**config.mk**
```make
export PLATFORM = sky130hd
export DESIGN_NAME = xbus_cycle_seq
export DESIGN_NICKNAME = d
export VERILOG_FILES = /design/src/rtl/xbus_pkg.sv /design/src/rtl/xbus_idle_policy.sv /design/src/rtl/xbus_wait_gate.sv /design/src/rtl/xbus_phase_fsm.sv /design/src/rtl/xbus_cycle_seq.sv
export SDC_FILE = /design/constraint.sdc
export NUM_CORES = 1
export LEC_CHECK = 0
export ABC_AREA = 1
export BUFFER_PORTS_ARGS = -buffer_cell sky130_fd_sc_hd__buf_4
export CAP_MARGIN = 10
export CORE_MARGIN = 3
export CORE_UTILIZATION = 40
export CTS_CLUSTER_SIZE = 25
export DETAILED_ROUTE_END_ITERATION = 10
export PLACE_DENSITY_LB_ADDON = 0.12
export SLEW_MARGIN = 20
export SYNTH_ARGS = -nofsm -noshare
export SYNTH_HDL_FRONTEND = slang
export SYNTH_SLANG_ARGS = --single-unit
```
**constraint.sdc**
```tcl
create_clock -name clk -period 1.7 [get_ports clk]
set_input_delay 0.085 -clock clk [delete_from_list [all_inputs] [get_ports clk]]
set_output_delay 0.085 -clock clk [all_outputs]
set_load 0.1 [all_outputs]
```
**src/rtl/xbus_pkg.sv**
```systemverilog
package xbus_pkg;

    typedef enum logic [2:0] {
        PH_IDLE = 3'd0,
        PH_TI   = 3'd1,
        PH_T1   = 3'd2,
        PH_T2   = 3'd3,
        PH_TW   = 3'd4,
        PH_TB   = 3'd5
    } phase_e;

    function automatic logic is_data_ph(phase_e p);
        return (p == PH_T2) || (p == PH_TW) || (p == PH_TB);
    endfunction

    function automatic logic is_full_data_ph(phase_e p);
        return (p == PH_T2) || (p == PH_TW);
    endfunction

    function automatic logic is_bus_ph(phase_e p);
        return (p == PH_T1) || is_data_ph(p);
    endfunction

endpackage

```
**src/rtl/xbus_idle_policy.sv**
```systemverilog
module xbus_idle_policy #(
    parameter int AREA_W = 3
) (
    input  logic              clk,
    input  logic              rst,
    input  logic              rr_en,
    input  logic              wr_en,
    input  logic              nxt_write,
    input  logic [AREA_W-1:0] nxt_area,
    input  logic              done,
    input  logic              done_write,
    input  logic [AREA_W-1:0] done_area,
    output logic              insert
);
    logic              last_rd;
    logic [AREA_W-1:0] last_area;

    always_ff @(posedge clk) begin
        if (rst) begin
            last_rd   <= 1'b0;
            last_area <= '0;
        end else if (done) begin
            last_rd   <= !done_write;
            last_area <= done_area;
        end
    end

    always_comb begin
        if (!last_rd)
            insert = 1'b0;
        else if (nxt_write)
            insert = wr_en;
        else
            insert = rr_en && (nxt_area != last_area);
    end
endmodule

```
**src/rtl/xbus_wait_gate.sv**
```systemverilog
module xbus_wait_gate #(
    parameter int WAIT_W = 3
) (
    input  logic              clk,
    input  logic              rst,
    input  xbus_pkg::phase_e  ph,
    input  logic [WAIT_W-1:0] cfg_wait,
    input  logic              pin_wait,
    output logic              extend
);
    import xbus_pkg::*;

    logic [WAIT_W-1:0] wleft;

    always_ff @(posedge clk) begin
        if (rst)
            wleft <= '0;
        else if (ph == PH_T1)
            wleft <= cfg_wait;
        else if (is_full_data_ph(ph) && (wleft != '0))
            wleft <= wleft - 1'b1;
    end

    // Burst beats never extend: only full data states consult the waits.
    assign extend = is_full_data_ph(ph) && ((wleft != '0) || pin_wait);
endmodule

```
**src/rtl/xbus_phase_fsm.sv**
```systemverilog
module xbus_phase_fsm (
    input  logic             clk,
    input  logic             rst,
    input  logic             req,
    input  logic             start_insert,
    input  logic             burst,
    input  logic             extend,
    output xbus_pkg::phase_e ph,
    output logic             at_rest,
    output logic             ack
);
    import xbus_pkg::*;

    phase_e st, nxt;

    assign at_rest = (st == PH_IDLE);

    always_comb begin
        if (at_rest && req)
            ph = start_insert ? PH_TI : (burst ? PH_TB : PH_T1);
        else
            ph = st;
    end

    always_comb begin
        unique case (ph)
            PH_IDLE: nxt = PH_IDLE;
            PH_TI:   nxt = burst ? PH_TB : PH_T1;
            PH_T1:   nxt = PH_T2;
            PH_T2,
            PH_TW:   nxt = extend ? PH_TW : PH_IDLE;
            PH_TB:   nxt = PH_IDLE;
            default: nxt = PH_IDLE;
        endcase
    end

    assign ack = (ph == PH_TB) || (is_full_data_ph(ph) && !extend);

    always_ff @(posedge clk) begin
        if (rst) st <= PH_IDLE;
        else     st <= nxt;
    end
endmodule

```
**src/rtl/xbus_cycle_seq.sv**
```systemverilog
module xbus_cycle_seq #(
    parameter int AREA_W = 3,
    parameter int ADDR_W = 16,
    parameter int DATA_W = 16,
    parameter int WAIT_W = 3
) (
    input  logic              clk,
    input  logic              rst,
    input  logic              req,
    input  logic [AREA_W-1:0] req_area,
    input  logic [ADDR_W-1:0] req_addr,
    input  logic              req_write,
    input  logic              req_burst,
    input  logic [DATA_W-1:0] req_wdata,
    output logic              ack,
    output logic [DATA_W-1:0] rd_data,
    input  logic              cfg_rr_idle_en,
    input  logic              cfg_wr_idle_en,
    input  logic [WAIT_W-1:0] cfg_wait_cnt,
    output logic [AREA_W-1:0] bus_area,
    output logic [ADDR_W-1:0] bus_addr,
    output logic              bus_as,
    output logic              bus_rd,
    output logic              bus_wr,
    output logic [DATA_W-1:0] bus_dout,
    output logic              bus_dout_en,
    input  logic [DATA_W-1:0] bus_din,
    input  logic              bus_wait,
    output logic              bus_tidle
);
    import xbus_pkg::*;

    phase_e            eff_ph;
    logic              at_rest, insert, extend;
    logic [AREA_W-1:0] cur_area,  fld_area;
    logic [ADDR_W-1:0] cur_addr,  fld_addr;
    logic [DATA_W-1:0] cur_wdata, fld_wdata;
    logic              cur_write, fld_write;
    logic              cur_burst, fld_burst;

    // Fields come straight from the request while launching, then from the latch.
    assign fld_area  = at_rest ? req_area  : cur_area;
    assign fld_addr  = at_rest ? req_addr  : cur_addr;
    assign fld_wdata = at_rest ? req_wdata : cur_wdata;
    assign fld_write = at_rest ? req_write : cur_write;
    assign fld_burst = at_rest ? req_burst : cur_burst;

    always_ff @(posedge clk) begin
        if (rst) begin
            cur_area  <= '0;
            cur_addr  <= '0;
            cur_wdata <= '0;
            cur_write <= 1'b0;
            cur_burst <= 1'b0;
        end else if (at_rest) begin
            cur_area  <= req_area;
            cur_addr  <= req_addr;
            cur_wdata <= req_wdata;
            cur_write <= req_write;
            cur_burst <= req_burst;
        end
    end

    xbus_idle_policy #(.AREA_W(AREA_W)) u_policy (
        .clk        (clk),
        .rst        (rst),
        .rr_en      (cfg_rr_idle_en),
        .wr_en      (cfg_wr_idle_en),
        .nxt_write  (req_write),
        .nxt_area   (req_area),
        .done       (ack),
        .done_write (fld_write),
        .done_area  (fld_area),
        .insert     (insert)
    );

    xbus_phase_fsm u_fsm (
        .clk          (clk),
        .rst          (rst),
        .req          (req),
        .start_insert (insert),
        .burst        (fld_burst),
        .extend       (extend),
        .ph           (eff_ph),
        .at_rest      (at_rest),
        .ack          (ack)
    );

    xbus_wait_gate #(.WAIT_W(WAIT_W)) u_wait (
        .clk      (clk),
        .rst      (rst),
        .ph       (eff_ph),
        .cfg_wait (cfg_wait_cnt),
        .pin_wait (bus_wait),
        .extend   (extend)
    );

    assign bus_tidle   = (eff_ph == PH_TI);
    assign bus_as      = (eff_ph == PH_T1);
    assign bus_rd      = is_data_ph(eff_ph) && !fld_write;
    assign bus_wr      = is_data_ph(eff_ph) &&  fld_write;
    assign bus_area    = is_bus_ph(eff_ph) ? fld_area : '0;
    assign bus_addr    = is_bus_ph(eff_ph) ? fld_addr : '0;
    assign bus_dout    = fld_wdata;
    assign bus_dout_en = is_bus_ph(eff_ph) && fld_write;

    always_ff @(posedge clk) begin
        if (rst)
            rd_data <= '0;
        else if (ack && !fld_write)
            rd_data <= bus_din;
    end
endmodule

```
==> results.py <==
metrics = {
    "critical_path": {
        "cp.arrival_ns": 2.30,
        "reg2reg_depth": 20,
        "reg2reg_to": "u_policy.last_rd",
        "r2r-start": "u_policy.last_area[2]",
        "crit_fanout": 8,
        "crit_path_start": "u_policy.last_area[2]",
        "crit_required_ns": 1.62,
        "end_kind": "primary output",
        "setup.worst_path.class": "reg2out",
        "reg2reg_setup_slack_ns": -0.53,
        "startpoint_type": "flip-flop",
    },
    "clock_network": {
        "cts_max_level": 3,
        "cts.sinks": 63,
        "cts_buffer_depth": 2,
        "clkTransAtPathRegs_ns": 0.07,
        "cts_tree": "done",
        "cts_root_buffer": "clkbuf_8",
        "clock_latency_ns": 0.34,
        "cts_buffers": 9,
    },
    "min_path": {
        "hp-class": "in2reg",
        "holdPathStages": 3,
        "min-delay-start": "req_wdata[5]",
        "whs_endpoint": "cur_wdata[5]",
    },
    "yosys": {
        "ys_seq_elements": 63,
        "yosysTopAreaCell": "dfxtp_1",
        "synth.most_common_cell": "nor2_1",
        "ys_warn_count": 0,
        "synth_top_area_share_pct": 41.70,
        "synth_area_mm2": 0.003024,
        "async_reset_ff_share_pct": 0,
        "syn_nets": 500,
        "synth_area_leaders": "dfxtp_1 (42%), nor2_1 (11%), inv_1 (10%)",
        "yosys_most_used_dff": "dfxtp_1",
        "synthTopCellsByCount": "nor2_1 (86), inv_1 (81), nand2_1 (71)",
        "netlist_instances": 436,
        "yosysUniqueCellTypes": 26,
        "avgSynthCellArea_um2": 6.936,
        "synth_edf_count": 0,
        "ys_seq_area_share_pct": 41.70,
    },
    "finish": {
        "fillers": 499,
        "syn_to_final_growth_pct": 90.94,
        "num-nets-final": 683,
        "drive_gt1_share_pct": 55.13,
        "fin_cells": 723,
        "n_antenna_cell": 0,
    },
    "sta": {
        "maxSlewViolCount": 0,
        "worst_clock_skew_ns": 0.007318,
        "post-route-period-util_pct": 140.0,
        "period_needed_ns": 2.380,
        "worst_pin_slew_ns": 0.5960,
        "hold_viol": 0,
        "fmax_mhz": 420.1,
        "setup_viol": 68,
        "postLayoutSetupSlackWorst_ns": -0.6801,
        "rsz0062_at_grt": "yes",
        "maxSlewHeadroom_pct": 60.02,
    },
    "routing": {
        "vias": 3479,
        "drt_first_pass_iters": 4,
        "avgViaCountPerCell": 4.812,
        "drtIter0Drc": 163,
        "detail-route-antenna-nets": 0,
        "wl_per_cell_um": 14.46,
        "drt-total-wl_mm": 10.46,
        "drcViolationCount": 0,
    },
    "grt": {
        "antenna_found_initial": 0,
        "overflow": 0,
        "grt_pass1_wl_mm": 15.42,
        "grt.total_usage_pct": 22.46,
        "first_global_vias": 3309,
        "grt_start_max_net_pins": 45,
    },
    "job": {
        "drv_cap": 0,
    },
    "floorplan": {
        "num_io_pins": 119,
        "start_util_pct": 41.47,
        "placeableCoreArea_mm2": 0.007292,
        "dieArea_mm2": 0.008640,
        "die_h_um": 92.95,
        "die_w_um": 92.95,
        "rows": 31,
    },
    "outcome": {
        "status": "complete, but fails checks",
        "violations": "negative setup slack",
    },
    "placed_design": {
        "dp_hpwl_mm": 5.758,
        "gp_congestion": 0.8060,
        "dp_cells": 670,
        "portBuffers": 118,
    },
}
[cell type report]
| class | count | area (um^2) | area share, % |
|---|---|---|---|
| clock inverters | 5 | 80.08 | 1.387 |
| multi-input cells | 269 | 1826 | 31.61 |
| repair buffers | 188 | 1977 | 34.24 |
| well taps | 99 | 123.9 | 2.145 |
| flip-flops and latches | 63 | 1271 | 22.02 |
| clock buffers | 11 | 151.4 | 2.622 |
| inverters | 88 | 345.3 | 5.980 |
[critical path, cell delays in order (launching register included)]
cell and delay [ns]:
dfxtp_4 0.36, inv_2 0.05, nand2_1 0.06, nand2_1 0.09, nand3_2 0.08, nand2_2 0.07, nand2_2 0.07, nand2_4 0.11
nand2_1 0.08, nand2_2 0.12, nand3_4 0.11, nand3_4 0.11, nor2_4 0.05, buf_12 0.13, buf_12 0.15, nor2_4 0.13
buf_12 0.18
[repair_timing]
item	CTS	global route
hold buffers	0	1
hold endpoints to repair	0	1
gates cloned	4	1
gates resized for setup	133	83
endpoints found under the setup margin	64	69
buffers inserted	17	16
pin swaps	11	37
[layer usage]
metal / wire, um / global-route usage [%] / vias to the layer above
met3: 824 / 5.605 / 18
met4: 228 / 9.524 / 0
li1: - / - / 1691
met2: 5483 / 39.35 / 155
met1: 3920 / 25.82 / 1615
met5: 0 / 0 / -
[registers in the layout, indices dropped and copies added, names as in the netlist]
signal              count
u_fsm.st                3
u_policy.last_area      3
cur_write               1
u_policy.last_rd        1
cur_burst               1
cur_addr               16
rd_data                16
u_wait.wleft            3
cur_area                3
cur_wdata              16
[cell usage in the layout (no fill, tap or decap), types with 5 or more instances in the layout]
cell      instances
nand2_4           9
nand3_4           7
buf_4           127
inv_1            55
dfxtp_1          57
nand2_2          24
nand4_1          18
o21ai_0          15
nand3_1           5
or2_4             5
nand2_1          41
buf_12           36
mux2i_1          16
inv_2            29
a21oi_2           5
or2_2            14
o21ai_2           7
dfxtp_2           5
buf_6            18
nor2_1           62
clkbuf_8         11
nor2_4           25
[metrics by stage]
step | setup TNS [ns] | cell area (um^2) | hold slack [ns] | worst slack [ns] | util [%]
after floorplan | -10.91 | 3282 | 0.3003 | -0.4276 | -
after global placement | -12.01 | 4487 | 0.3908 | -0.3190 | 61.53
after detailed placement | -15.15 | 4487 | 0.4016 | -0.4372 | 61.53
after CTS | -18.36 | 5406 | 0.02330 | -0.5318 | 74.14
after global routing | -37.48 | 5774 | 0.05381 | -0.7874 | 79.19
final | -30.09 | 5774 | 0.03872 | -0.6801 | 79.19
[cells by family after synthesis]
kind of cell	synth area share [%]
AND/OR/NAND/NOR	31.69
buffers and inverters	14.15
flip-flops	41.70
AO/OA/AOI/OAI	6.040
multiplexers	5.296
adder cells (fa/ha/maj)	0.8273
XOR/XNOR	0.2897
[how the worst max path moves through the flow]
stage | endpoint | slack [ns] | cells after the start
3_3_place_gp | rd_data[2] | -0.32 | 15
4_1_cts | bus_addr[5] | -0.53 | 17
3_5_place_dp | rd_data[7] | -0.44 | 15
5_1_grt | bus_addr[8] | -0.79 | 16
6_report | bus_addr[3] | -0.68 | 16
2_1_floorplan | bus_addr[0] | -0.43 | 13
Power is not shown: default switching activity piles up to over one toggle a cycle in this logic, so the estimate is an artifact.
